--- src/rtl/omt_pkg.sv ---
package omt_pkg;

  typedef enum logic [1:0] {
    KIND_LOAD  = 2'd0,
    KIND_STORE = 2'd1,
    KIND_PF_RD = 2'd2,
    KIND_PF_WR = 2'd3
  } reqKind_e;

  localparam logic [2:0] LS_MOD = 3'd0;
  localparam logic [2:0] LS_OWN = 3'd1;
  localparam logic [2:0] LS_EXC = 3'd2;
  localparam logic [2:0] LS_SHR = 3'd3;
  localparam logic [2:0] LS_INV = 3'd4;

  // strobes from control to datapath
  typedef struct packed {
    logic rdIssue;
    logic rdFromQ;
    logic qPush;
    logic qPop;
    logic wbIssue;
    logic pfRetire;
  } omtStrobe_t;

endpackage

--- src/rtl/omt_ctrl.sv ---
module omt_ctrl
  import omt_pkg::*;
#(
  parameter int RD_SLOTS = 3,
  parameter int WB_SLOTS = 2,
  parameter int Q_DEPTH  = 2,
  parameter int RD_IDX_W = 2,
  parameter int WB_IDX_W = 1,
  parameter int Q_CNT_W  = 2,
  parameter int CMP_W    = 2
) (
  input  logic                clk,
  input  logic                rst_n,
  input  logic                reqValid,
  input  logic [1:0]          reqKind,
  input  logic [2:0]          reqState,
  input  logic                wbReqValid,
  input  logic                cmpValid,
  input  logic                cmpIsWb,
  input  logic [CMP_W-1:0]    cmpSlot,
  input  logic                dupHit,
  output omtStrobe_t          strb,
  output logic [RD_IDX_W-1:0] rdSlot,
  output logic [WB_IDX_W-1:0] wbSlot,
  output logic [Q_CNT_W-1:0]  qPushIdx,
  output logic [RD_SLOTS-1:0] rdBusy,
  output logic [Q_CNT_W-1:0]  qCount,
  output logic                stall
);

  logic [WB_SLOTS-1:0] wbBusy;
  logic [RD_SLOTS-1:0] rdBusyNext;
  logic [WB_SLOTS-1:0] wbBusyNext;
  logic                rdFreeAny;
  logic                wbFreeAny;
  logic                accept;
  logic                cacheHit;
  logic                drop;
  logic                needRd;
  logic                qNonEmpty;
  reqKind_e            kindE;

  assign kindE     = reqKind_e'(reqKind);
  assign stall     = (qCount == Q_CNT_W'(Q_DEPTH)) || (&wbBusy);
  assign accept    = reqValid && !stall;
  assign qNonEmpty = (qCount != '0);

  always_comb begin
    cacheHit = 1'b0;
    if (kindE == KIND_PF_RD) cacheHit = (reqState != LS_INV);
    if (kindE == KIND_PF_WR) cacheHit = (reqState == LS_MOD) || (reqState == LS_EXC);
  end

  assign drop   = accept && reqKind[1] && (cacheHit || dupHit);
  assign needRd = accept && !drop;

  // lowest-index free slot search
  always_comb begin
    rdFreeAny = 1'b0;
    rdSlot    = '0;
    for (int i = RD_SLOTS - 1; i >= 0; i--) begin
      if (!rdBusy[i]) begin
        rdFreeAny = 1'b1;
        rdSlot    = RD_IDX_W'(i);
      end
    end
  end

  always_comb begin
    wbFreeAny = 1'b0;
    wbSlot    = '0;
    for (int i = WB_SLOTS - 1; i >= 0; i--) begin
      if (!wbBusy[i]) begin
        wbFreeAny = 1'b1;
        wbSlot    = WB_IDX_W'(i);
      end
    end
  end

  always_comb begin
    strb          = '0;
    strb.rdFromQ  = qNonEmpty;
    strb.rdIssue  = rdFreeAny && (qNonEmpty || needRd);
    strb.qPop     = rdFreeAny && qNonEmpty;
    strb.qPush    = needRd && (qNonEmpty || !rdFreeAny);
    strb.wbIssue  = wbReqValid && !stall && wbFreeAny;
    strb.pfRetire = drop;
  end

  assign qPushIdx = qCount - Q_CNT_W'(strb.qPop);

  always_comb begin
    rdBusyNext = rdBusy;
    for (int i = 0; i < RD_SLOTS; i++) begin
      if (cmpValid && !cmpIsWb && cmpSlot == CMP_W'(i)) rdBusyNext[i] = 1'b0;
      if (strb.rdIssue && rdSlot == RD_IDX_W'(i))       rdBusyNext[i] = 1'b1;
    end
  end

  always_comb begin
    wbBusyNext = wbBusy;
    for (int i = 0; i < WB_SLOTS; i++) begin
      if (cmpValid && cmpIsWb && cmpSlot == CMP_W'(i)) wbBusyNext[i] = 1'b0;
      if (strb.wbIssue && wbSlot == WB_IDX_W'(i))      wbBusyNext[i] = 1'b1;
    end
  end

  always_ff @(posedge clk or negedge rst_n) begin
    if (!rst_n) begin
      rdBusy <= '0;
      wbBusy <= '0;
      qCount <= '0;
    end else begin
      rdBusy <= rdBusyNext;
      wbBusy <= wbBusyNext;
      qCount <= qCount + Q_CNT_W'(strb.qPush) - Q_CNT_W'(strb.qPop);
    end
  end

  AST_QUEUE_BOUND: assert property (@(posedge clk) disable iff (!rst_n)
    int'(qCount) <= Q_DEPTH);

  AST_STALL_NO_GROW: assert property (@(posedge clk) disable iff (!rst_n)
    stall |=> qCount <= $past(qCount));

  AST_ALLOC_MARKS_BUSY: assert property (@(posedge clk) disable iff (!rst_n)
    strb.rdIssue |=> rdBusy[$past(rdSlot)]);

endmodule

--- src/rtl/omt_datapath.sv ---
module omt_datapath
  import omt_pkg::*;
#(
  parameter int RD_SLOTS = 3,
  parameter int Q_DEPTH  = 2,
  parameter int BLK_W    = 34,
  parameter int RD_IDX_W = 2,
  parameter int WB_IDX_W = 1,
  parameter int Q_CNT_W  = 2
) (
  input  logic                clk,
  input  logic                rst_n,
  input  omtStrobe_t          strb,
  input  logic [BLK_W-1:0]    reqAddr,
  input  logic                reqOwn,
  input  logic [BLK_W-1:0]    wbReqAddr,
  input  logic [RD_IDX_W-1:0] rdSlot,
  input  logic [WB_IDX_W-1:0] wbSlot,
  input  logic [Q_CNT_W-1:0]  qPushIdx,
  input  logic [RD_SLOTS-1:0] rdBusy,
  input  logic [Q_CNT_W-1:0]  qCount,
  output logic                dupHit,
  output logic                rdIssueValid,
  output logic                rdIssueOwn,
  output logic [BLK_W-1:0]    rdIssueAddr,
  output logic [RD_IDX_W-1:0] rdIssueSlot,
  output logic                wbIssueValid,
  output logic [BLK_W-1:0]    wbIssueAddr,
  output logic [WB_IDX_W-1:0] wbIssueSlot,
  output logic                pfRetire
);

  logic [BLK_W-1:0] slotAddr [RD_SLOTS];
  logic [BLK_W-1:0] qAddr    [Q_DEPTH];
  logic             qOwn     [Q_DEPTH];
  logic [BLK_W-1:0] qShAddr  [Q_DEPTH];
  logic             qShOwn   [Q_DEPTH];
  logic [BLK_W-1:0] issueAddr;
  logic             issueOwn;

  // queue contents shifted by one toward the head
  for (genvar j = 0; j < Q_DEPTH; j++) begin : g_shift
    if (j < Q_DEPTH - 1) begin : g_mid
      assign qShAddr[j] = qAddr[j+1];
      assign qShOwn[j]  = qOwn[j+1];
    end else begin : g_tail
      assign qShAddr[j] = '0;
      assign qShOwn[j]  = 1'b0;
    end
  end

  always_comb begin
    dupHit = 1'b0;
    for (int i = 0; i < RD_SLOTS; i++)
      if (rdBusy[i] && slotAddr[i] == reqAddr) dupHit = 1'b1;
    for (int j = 0; j < Q_DEPTH; j++)
      if (Q_CNT_W'(j) < qCount && qAddr[j] == reqAddr) dupHit = 1'b1;
  end

  assign issueAddr = strb.rdFromQ ? qAddr[0] : reqAddr;
  assign issueOwn  = strb.rdFromQ ? qOwn[0]  : reqOwn;

  always_ff @(posedge clk or negedge rst_n) begin
    if (!rst_n) begin
      for (int i = 0; i < RD_SLOTS; i++) slotAddr[i] <= '0;
      for (int j = 0; j < Q_DEPTH; j++) begin
        qAddr[j] <= '0;
        qOwn[j]  <= 1'b0;
      end
    end else begin
      for (int i = 0; i < RD_SLOTS; i++)
        if (strb.rdIssue && rdSlot == RD_IDX_W'(i)) slotAddr[i] <= issueAddr;
      for (int j = 0; j < Q_DEPTH; j++) begin
        if (strb.qPush && qPushIdx == Q_CNT_W'(j)) begin
          qAddr[j] <= reqAddr;
          qOwn[j]  <= reqOwn;
        end else if (strb.qPop) begin
          qAddr[j] <= qShAddr[j];
          qOwn[j]  <= qShOwn[j];
        end
      end
    end
  end

  always_ff @(posedge clk or negedge rst_n) begin
    if (!rst_n) begin
      rdIssueValid <= 1'b0;
      rdIssueOwn   <= 1'b0;
      rdIssueAddr  <= '0;
      rdIssueSlot  <= '0;
      wbIssueValid <= 1'b0;
      wbIssueAddr  <= '0;
      wbIssueSlot  <= '0;
      pfRetire     <= 1'b0;
    end else begin
      rdIssueValid <= strb.rdIssue;
      wbIssueValid <= strb.wbIssue;
      pfRetire     <= strb.pfRetire;
      if (strb.rdIssue) begin
        rdIssueOwn  <= issueOwn;
        rdIssueAddr <= issueAddr;
        rdIssueSlot <= rdSlot;
      end
      if (strb.wbIssue) begin
        wbIssueAddr <= wbReqAddr;
        wbIssueSlot <= wbSlot;
      end
    end
  end

  AST_POP_NONEMPTY: assert property (@(posedge clk) disable iff (!rst_n)
    strb.qPop |-> qCount != '0);

  AST_ISSUE_INTO_FREE: assert property (@(posedge clk) disable iff (!rst_n)
    strb.rdIssue |-> !rdBusy[rdSlot]);

endmodule

--- src/rtl/outstanding_miss_tracker.sv ---
module outstanding_miss_tracker
  import omt_pkg::*;
#(
  parameter int  RD_SLOTS = 3,
  parameter int  WB_SLOTS = 2,
  parameter int  Q_DEPTH  = 2,
  parameter int  BLK_W    = 34,
  localparam int RD_IDX_W = (RD_SLOTS > 1) ? $clog2(RD_SLOTS) : 1,
  localparam int WB_IDX_W = (WB_SLOTS > 1) ? $clog2(WB_SLOTS) : 1,
  localparam int Q_CNT_W  = $clog2(Q_DEPTH + 1),
  localparam int CMP_W    = (RD_IDX_W > WB_IDX_W) ? RD_IDX_W : WB_IDX_W
) (
  input  logic                clk,
  input  logic                rst_n,
  input  logic                reqValid,
  input  logic [1:0]          reqKind,
  input  logic [2:0]          reqState,
  input  logic [BLK_W-1:0]    reqAddr,
  input  logic                wbReqValid,
  input  logic [BLK_W-1:0]    wbReqAddr,
  input  logic                cmpValid,
  input  logic                cmpIsWb,
  input  logic [CMP_W-1:0]    cmpSlot,
  output logic                stall,
  output logic                rdIssueValid,
  output logic                rdIssueOwn,
  output logic [BLK_W-1:0]    rdIssueAddr,
  output logic [RD_IDX_W-1:0] rdIssueSlot,
  output logic                wbIssueValid,
  output logic [BLK_W-1:0]    wbIssueAddr,
  output logic [WB_IDX_W-1:0] wbIssueSlot,
  output logic                pfRetire
);

  omtStrobe_t          strb;
  logic [RD_IDX_W-1:0] rdSlot;
  logic [WB_IDX_W-1:0] wbSlot;
  logic [Q_CNT_W-1:0]  qPushIdx;
  logic [RD_SLOTS-1:0] rdBusy;
  logic [Q_CNT_W-1:0]  qCount;
  logic                dupHit;

  omt_ctrl #(
    .RD_SLOTS(RD_SLOTS), .WB_SLOTS(WB_SLOTS), .Q_DEPTH(Q_DEPTH),
    .RD_IDX_W(RD_IDX_W), .WB_IDX_W(WB_IDX_W), .Q_CNT_W(Q_CNT_W), .CMP_W(CMP_W)
  ) u_ctrl (
    .clk(clk), .rst_n(rst_n), .reqValid(reqValid), .reqKind(reqKind),
    .reqState(reqState), .wbReqValid(wbReqValid), .cmpValid(cmpValid),
    .cmpIsWb(cmpIsWb), .cmpSlot(cmpSlot), .dupHit(dupHit), .strb(strb),
    .rdSlot(rdSlot), .wbSlot(wbSlot), .qPushIdx(qPushIdx), .rdBusy(rdBusy),
    .qCount(qCount), .stall(stall)
  );

  omt_datapath #(
    .RD_SLOTS(RD_SLOTS), .Q_DEPTH(Q_DEPTH), .BLK_W(BLK_W),
    .RD_IDX_W(RD_IDX_W), .WB_IDX_W(WB_IDX_W), .Q_CNT_W(Q_CNT_W)
  ) u_dp (
    .clk(clk), .rst_n(rst_n), .strb(strb), .reqAddr(reqAddr),
    .reqOwn(reqKind[0]), .wbReqAddr(wbReqAddr), .rdSlot(rdSlot),
    .wbSlot(wbSlot), .qPushIdx(qPushIdx), .rdBusy(rdBusy), .qCount(qCount),
    .dupHit(dupHit), .rdIssueValid(rdIssueValid), .rdIssueOwn(rdIssueOwn),
    .rdIssueAddr(rdIssueAddr), .rdIssueSlot(rdIssueSlot),
    .wbIssueValid(wbIssueValid), .wbIssueAddr(wbIssueAddr),
    .wbIssueSlot(wbIssueSlot), .pfRetire(pfRetire)
  );

  AST_WB_NEXT_CYCLE: assert property (@(posedge clk) disable iff (!rst_n)
    wbReqValid && !stall |=> wbIssueValid);

  AST_RD_SLOT_RANGE: assert property (@(posedge clk) disable iff (!rst_n)
    rdIssueValid |-> int'(rdIssueSlot) < RD_SLOTS);

endmodule

--- config.mk ---
export PLATFORM = sky130hd
export DESIGN_NAME = outstanding_miss_tracker
export DESIGN_NICKNAME = d
export VERILOG_FILES = /design/src/rtl/omt_pkg.sv /design/src/rtl/omt_ctrl.sv /design/src/rtl/omt_datapath.sv /design/src/rtl/outstanding_miss_tracker.sv
export SDC_FILE = /design/constraint.sdc
export NUM_CORES = 1
export LEC_CHECK = 0
export CAP_MARGIN = 20
export CORE_MARGIN = 2
export CORE_UTILIZATION = 60
export DETAILED_ROUTE_END_ITERATION = 10
export GPL_TIMING_DRIVEN = 1
export MAX_ROUTING_LAYER = met4
export PLACE_DENSITY = 0.89
export SYNTH_ARGS = -nofsm -noshare
export SYNTH_HDL_FRONTEND = slang
export SYNTH_SLANG_ARGS = --single-unit
export TNS_END_PERCENT = 100
--- constraint.sdc ---
create_clock -name clk -period 3.56 [get_ports clk]
set_input_delay 0.534 -clock clk [delete_from_list [all_inputs] [get_ports clk]]
set_output_delay 0.534 -clock clk [all_outputs]
set_load 0.01 [all_outputs]
==> results of run 1 <==
-- cells in the mapped netlist, drive strengths merged --
| library cell | count |
|---|---|
| o221ai | 1 |
| nor2b | 1 |
| nor3 | 6 |
| o21ai | 9 |
| nor4b | 1 |
| nor4 | 22 |
| xor2 | 65 |
| buf | 59 |
| nor2 | 13 |
| clkinv | 1 |
| and2 | 1 |
| mux2i | 99 |
| nand4 | 28 |
| a21o | 1 |
| or4bb | 2 |
| a21oi | 10 |
| clkbuf | 13 |
| a22oi | 1 |
| and3 | 1 |
| ha | 3 |
| xnor2 | 101 |
| nand2 | 43 |
| o22ai | 5 |
| a31oi | 1 |
| mux2 | 207 |
| a211oi | 1 |
| inv | 49 |
| dfrtp | 254 |
| or4 | 1 |
| o41ai | 1 |
| nand3 | 8 |
| o31ai | 2 |
| nand4b | 1 |
-- layout make-up --
cell class,instances,share of cell area
well taps,275,0.0219
inverters,50,0.0119
diodes,1,0.000159
multi-input cells,635,0.365
clock inverters,13,0.00985
clock buffers,38,0.0527
flip-flops and latches,254,0.404
repair buffers,214,0.135
-- worst reg2reg max path, delay by kind of cell, from the launching register on --
family,cells,cell delay (ps)
flops,1,640
buf+inv,2,430
compound gates,2,610
simple gates,4,1000
mux,1,310
-- kinds of logic (layout without fill, tap and decap cells) --
family / count (synthesis) / count (layout) / share of synthesized area
buffers and inverters: 122 / 315 / 0.0506
other: 0 / 1 / 0
muxes: 306 / 306 / 0.261
xor gates and xnor gates: 166 / 166 / 0.114
DFF: 254 / 254 / 0.500
AOI/OAI and AO/OA: 32 / 32 / 0.0179
adders and majority gates: 3 / 3 / 0.00295
and+or+nand+nor: 128 / 128 / 0.0524
-- power by group --
part           leakage, nW  switching (mW)  internal [mW]  total (mW)
clock                0.469            1.21           1.85        3.06
combinational         3.76            2.94           3.06        6.00
sequential            3.32           0.913           4.05        4.96
-- flip-flops by register name, summed over array words and instances, names as in the netlist --
register           count
u_dp.pfRetire          1
u_dp.qAddr            68
u_ctrl.qCount          2
u_dp.qOwn              2
u_dp.rdIssueOwn        1
u_dp.rdIssueValid      1
u_dp.wbIssueSlot       1
u_dp.slotAddr        102
u_ctrl.wbBusy          2
u_dp.rdIssueAddr      34
u_dp.wbIssueAddr      34
u_ctrl.rdBusy          3
u_dp.rdIssueSlot       2
u_dp.wbIssueValid      1
-- per-stage QoR --
step | setup slack [ps] | hold WS [ps]
floorplan | 844 | 238
global placement | -104 | 468
detailed placement | -193 | 482
CTS | 166 | 58.6
global route | 69.9 | 78.4
finish | 200 | 5.18
-- layer usage --
metal  track usage  wire length, um  vias to the layer above
met4         0.149             1620                        0
li1              -                -                     3820
met3        0.0564             2610                      106
met2         0.504            16600                      417
met1         0.439            14400                     4519
met5             -                0                        -
-- worst min path at each step --
stage	start	end	slack [ps]	depth (start not counted)
2_1_floorplan	rst_n	u_ctrl.qCount[0]	240	0
3_3_place_gp	u_dp.rdIssueAddr[26]	u_dp.rdIssueAddr[26]	470	1
3_5_place_dp	u_dp.rdIssueAddr[29]	u_dp.rdIssueAddr[29]	480	1
4_1_cts	rst_n	u_dp.slotAddr[12]	60	1
5_1_grt	rst_n	u_dp.rdIssueAddr[0]	80	1
6_report	rst_n	u_dp.rdIssueAddr[0]	5	1
==> flow_summary_export.csv, run 1 <==
group,metric,value,unit
critical_path,r2r_end,"u_dp.qAddr[67]",
clock_tree,post-cts-setup-buffer-count,0,
sta,setup_viol_count_final,0,
critical_path,crit_chain,"clkdlybuf4s50_1 -> xor2_1 -> nor4_1 -> nand4_1 -> o31ai_2 -> o31ai_1 -> buf_4 -> nand4b_1 -> buf_12 -> mux2i_1",
yosys,synth_cell_types,41,
floorplanning,die_height,150,um
worst_hold_path,min_path_type,"primary input to async pin",
critical_path,cpPeakStageDelay,730,ps
sta,report.final.hold_viol_count,0,
sta,tightest_slew,799,ps
yosys,synth-seq-cells,254,
layout,fillerInstances,1258,
layout,layout_commonest_cell,"dfrtp_1",
yosys,synth_cells,1011,
critical_path,critPathLaunch,"reqAddr[18]",
critical_path,r2r_setup_slack,490,ps
power_and_ir_drop,p_per_area,891,mW/mm^2
yosys,yosys.area.top_type,"dfrtp_1",
sta,min_period,3360,ps
critical_path,setup.worst_path.class,"primary input to flop",
detailed_routing,num_vias,8862,
clock_tree,tritoncts,"done",
sta,timing.final.crit_share,0.944,
power_and_ir_drop,power,14.0,mW
status,status,"finished, final reports clean",
detailed_routing,viasPerCell,5.99,
critical_path,r2r_cells,9,
power_and_ir_drop,p_leak,7.56,nW
critical_path,path_delay_family,"buffers and inverters",
place,dpl-instance-area,0.0148,sq mm
yosys,yosysSeqAreaShare,0.500,
sta,skew,15.5,ps
sta,fmax,298,MHz
clock_tree,insertion_delay,540,ps
detailed_routing,drt-initial-drc-count,676,
place,io_buffers,156,
grt,grt_start_max_net_pins,101,
clock_tree,clk_pin_slew,60,ps
layout,layout-drive-gt1-share,0.252,
sta,fin_tns_setup,0,ps
place,hpwl,24300,um
yosys,netlist_area,0.0127,sq mm
layout,fin_nets,1267,
critical_path,reg2reg_from,"u_ctrl.qCount[1]",
sta,maxSlewViolCount,0,
layout,mostFrequentLayoutCells,"254 x dfrtp_1, 186 x mux2_2, 155 x clkdlybuf4s50_1",
layout,area_growth,23.9,%
grt,grt_pass1_vias,9324,
yosys,yosys_warnings,0,
detailed_routing,route.detailed.drc,0,
sta,rsz0062_at_grt,"no",
floorplanning,io_pins,157,
critical_path,worstSetupEndpoint,"u_dp.qAddr[67]",
clock_tree,clockBufferDepth,3,
critical_path,arrival,3800,ps
yosys,syn_area_per_cell,12.6,sq um
layout,final_util,0.754,
sta,relSlewSlack,0.467,
grt,grt_first_pass_wirelength,54200,um
yosys,yosys-top-cells-area,"dfrtp_1 50%, mux2_2 16%, mux2i_1 7.8%, xnor2_1 7.0%, xor2_1 4.5%",
clock_tree,post_cts_resized,0,
run,drv_cap,0,
grt,grt.total_usage,0.331,
critical_path,cp.depth,10,
clock_tree,hold_buffers,0,
layout,finalInstanceArea,0.0157,sq mm
detailed_routing,drt_wl_total,35200,um
clock_tree,cts.sinks,254,
grt,gr-total-overflow,0,
layout,multiInputGateArea,0.00574,sq mm
clock_tree,cts_buffers,28,
detailed_routing,first_pass_iters,6,
critical_path,critPathRequiredTime,4000,ps
floorplanning,start_util,0.608,
floorplanning,die_area,0.0224,sq mm
power_and_ir_drop,vdd_drop_max,591,uV
grt,antenna_found_initial,1,
yosys,yosysTopAreaCellShare,0.500,
place,place.gp.congestion,0.986,
floorplanning,num_rows,53,
floorplanning,die_w,150,um
detailed_routing,antenna_left,0,
critical_path,cp_num_buf_inv,3,
detailed_routing,wl_per_cell,23.8,um
place,placed_cells,1428,
clock_tree,cts_root_buf,"clkbuf_16",
layout,regArea,0.00636,sq mm
critical_path,worstSetupEndpointType,"flop",
floorplanning,core_area,0.0209,sq mm
yosys,syn_nets,1095,
critical_path,critPathLaunchType,"primary input",
layout,layout.cells.non_filler,1480,
critical_path,cpMaxStageDelayCell,"clkdlybuf4s50_1",
critical_path,cp_max_fo,23,
clock_tree,cts_htree_levels,1,
Note: power is estimated with default switching activity, not from simulation.
==> run 2: changes to the inputs <==
--- a/config.mk
+++ b/config.mk
@@ -5,9 +5,10 @@
 export SDC_FILE = /design/constraint.sdc
 export NUM_CORES = 1
 export LEC_CHECK = 0
-export CAP_MARGIN = 20
+export CAP_MARGIN = 10
 export CORE_MARGIN = 2
 export CORE_UTILIZATION = 60
+export CTS_BUF_LIST = sky130_fd_sc_hd__clkbuf_4 sky130_fd_sc_hd__clkbuf_8 sky130_fd_sc_hd__clkbuf_16
 export DETAILED_ROUTE_END_ITERATION = 10
 export GPL_TIMING_DRIVEN = 1
 export MAX_ROUTING_LAYER = met4
@@ -15,4 +16,4 @@
 export SYNTH_ARGS = -nofsm -noshare
 export SYNTH_HDL_FRONTEND = slang
 export SYNTH_SLANG_ARGS = --single-unit
-export TNS_END_PERCENT = 100
+export TNS_END_PERCENT = 10
==> flow_summary_export.csv, run 2 (synthesized netlist as in run 1, its figures left out) <==
group,metric,value,unit
sta,setup_viol_count_final,0,
power_and_ir_drop,p_clk_frac,0.218,
grt,grt.total_usage,0.333,
place,place.gp.congestion,0.986,
run,drv_cap,0,
clock_tree,tritoncts,"done",
detailed_routing,num_vias,8830,
layout,largest_register_ffs,102,
place,io_buffers,156,
critical_path,cpMaxStageDelayCell,"clkdlybuf4s50_1",
critical_path,path_delay_family,"buffers and inverters",
grt,grt_pass1_vias,9377,
critical_path,cp_num_buf_inv,3,
clock_tree,post-cts-setup-buffer-count,0,
layout,regMostFlops,"u_dp.slotAddr",
sta,relSlewSlack,0.479,
detailed_routing,route.detailed.drc,0,
place,pre_cts_slack,-193,ps
detailed_routing,first_pass_iters,5,
critical_path,critPathRequiredTime,4000,ps
sta,report.final.hold_viol_count,0,
grt,gr-total-overflow,0,
sta,setup_slack,194,ps
grt,grt_first_pass_wirelength,54600,um
clock_tree,clockBufferDepth,3,
clock_tree,cts.sinks,254,
critical_path,worstSetupEndpointType,"flop",
power_and_ir_drop,swShare,0.361,
power_and_ir_drop,p_comb_frac,0.428,
layout,fin_nets,1267,
critical_path,cpPeakStageDelay,730,ps
layout,layout-drive-gt1-share,0.254,
detailed_routing,wl_per_cell,23.9,um
layout,area_growth,24.0,%
power_and_ir_drop,vdd_drop_max,754,uV
detailed_routing,drt_wl_total,35400,um
critical_path,arrival,3810,ps
place,placed_cells,1428,
floorplanning,num_rows,53,
clock_tree,cts_root_buf,"clkbuf_16",
sta,holdWs,26.8,ps
sta,tightest_slew,781,ps
grt,grt_start_max_net_pins,101,
sta,timing.final.crit_share,0.945,
floorplanning,core_area,0.0209,sq mm
detailed_routing,viasPerCell,5.97,
critical_path,critPathLaunchType,"primary input",
sta,rsz0062_at_grt,"no",
power_and_ir_drop,p_per_area,892,mW/mm^2
place,hpwl,24300,um
critical_path,crit_chain,"clkdlybuf4s50_1 -> xor2_1 -> nor4_1 -> nand4_1 -> o31ai_2 -> o31ai_1 -> buf_4 -> nand4b_1 -> buf_12 -> mux2i_1",
power_and_ir_drop,p_seq_frac,0.354,
critical_path,cp_max_fo,23,
layout,layout_commonest_cell,"dfrtp_1",
clock_tree,insertion_delay,540,ps
power_and_ir_drop,p_switching,5.07,mW
layout,final_util,0.754,
power_and_ir_drop,power,14.0,mW
layout,layout.cells.non_filler,1480,
clock_tree,cts_buffers,28,
sta,maxSlewViolCount,0,
clock_tree,post_cts_resized,0,
floorplanning,io_pins,157,
floorplanning,die_height,150,um
critical_path,setup.worst_path.class,"primary input to flop",
layout,mostFrequentLayoutCells,"254 x dfrtp_1, 186 x mux2_2, 155 x clkdlybuf4s50_1",
detailed_routing,drt-initial-drc-count,747,
status,status,"finished, final reports clean",
clock_tree,clk_pin_slew,60,ps
sta,fmax,297,MHz
power_and_ir_drop,p_leak,7.56,nW
layout,reg.largest.list,"u_dp.slotAddr: 102 flops, u_dp.qAddr: 68 flops",
sta,skew,20.1,ps
grt,antenna_found_initial,1,
worst_hold_path,min_path_type,"primary input to async pin",
floorplanning,die_w,150,um
floorplanning,die_area,0.0224,sq mm
floorplanning,start_util,0.608,
clock_tree,cts_htree_levels,1,
detailed_routing,antenna_left,0,
sta,min_period,3370,ps
power_and_ir_drop,p_int,8.97,mW
clock_tree,hold_buffers,0,
[run 2: cell counts in the layout (fill, tap and decap cells not counted)]
Identical to the previous run, type by type.
[run 2: layout make-up]
class                   count  area, sq um
well taps                 275          344
repair buffers            214         2130
flip-flops and latches    254         6360
clock buffers              38          837
clock inverters            13          155
inverters                  50          188
multi-input cells         635         5740
fillers                  1259         5140
diodes                      1         2.50
[run 2: worst register-to-register path: cells and delay by family, from the launching register on]
family	cells	cell delay [ps]
buffers and inverters	2	420
DFF	1	630
AOI/OAI and AO/OA	2	590
muxes	1	310
and+or+nand+nor	4	990
[run 2: per-stage QoR]
step | TNS (ps) | instance area [sq um]
floorplan | 0 | 12700
global placement | -10600 | 14800
detailed placement | -19260 | 14800
CTS | 0 | 15700
global route | 0 | 15800
finish | 0 | 15800
[run 2: power by group through the flow]
stage | Combinational, mW | Sequential (mW) | Clock [mW]
floorplan | 3.68 | 4.88 | 0
global placement | 5.71 | 4.86 | 0
detailed placement | 5.85 | 4.94 | 0
CTS | 5.97 | 4.94 | 3.08
global route | 6.32 | 5.08 | 3.20
finish | 6.01 | 4.97 | 3.07
[run 2: worst paths after layout]
kind / start / end / slack, ps / cells past startpoint
setup / recovery: reqAddr[18] / u_dp.qAddr[67] / 190 / 10
hold / removal: rst_n / u_dp.rdIssueAddr[0] / 30 / 1
setup reg to reg: u_ctrl.qCount[1] / u_dp.qAddr[67] / 520 / 9
hold reg to reg: u_dp.rdIssueAddr[29] / u_dp.rdIssueAddr[29] / 500 / 1
max in group asynchronous: rst_n / u_dp.slotAddr[90] / 2590 / 2
min in group clk: u_dp.rdIssueAddr[29] / u_dp.rdIssueAddr[29] / 500 / 1
[run 2: metal layers]
metal	up-vias	track usage	part of all wire
li1	3807	-	-
met4	0	0.146	0.045
met2	442	0.507	0.47
met5	-	-	0
met1	4483	0.447	0.41
met3	98	0.0521	0.072
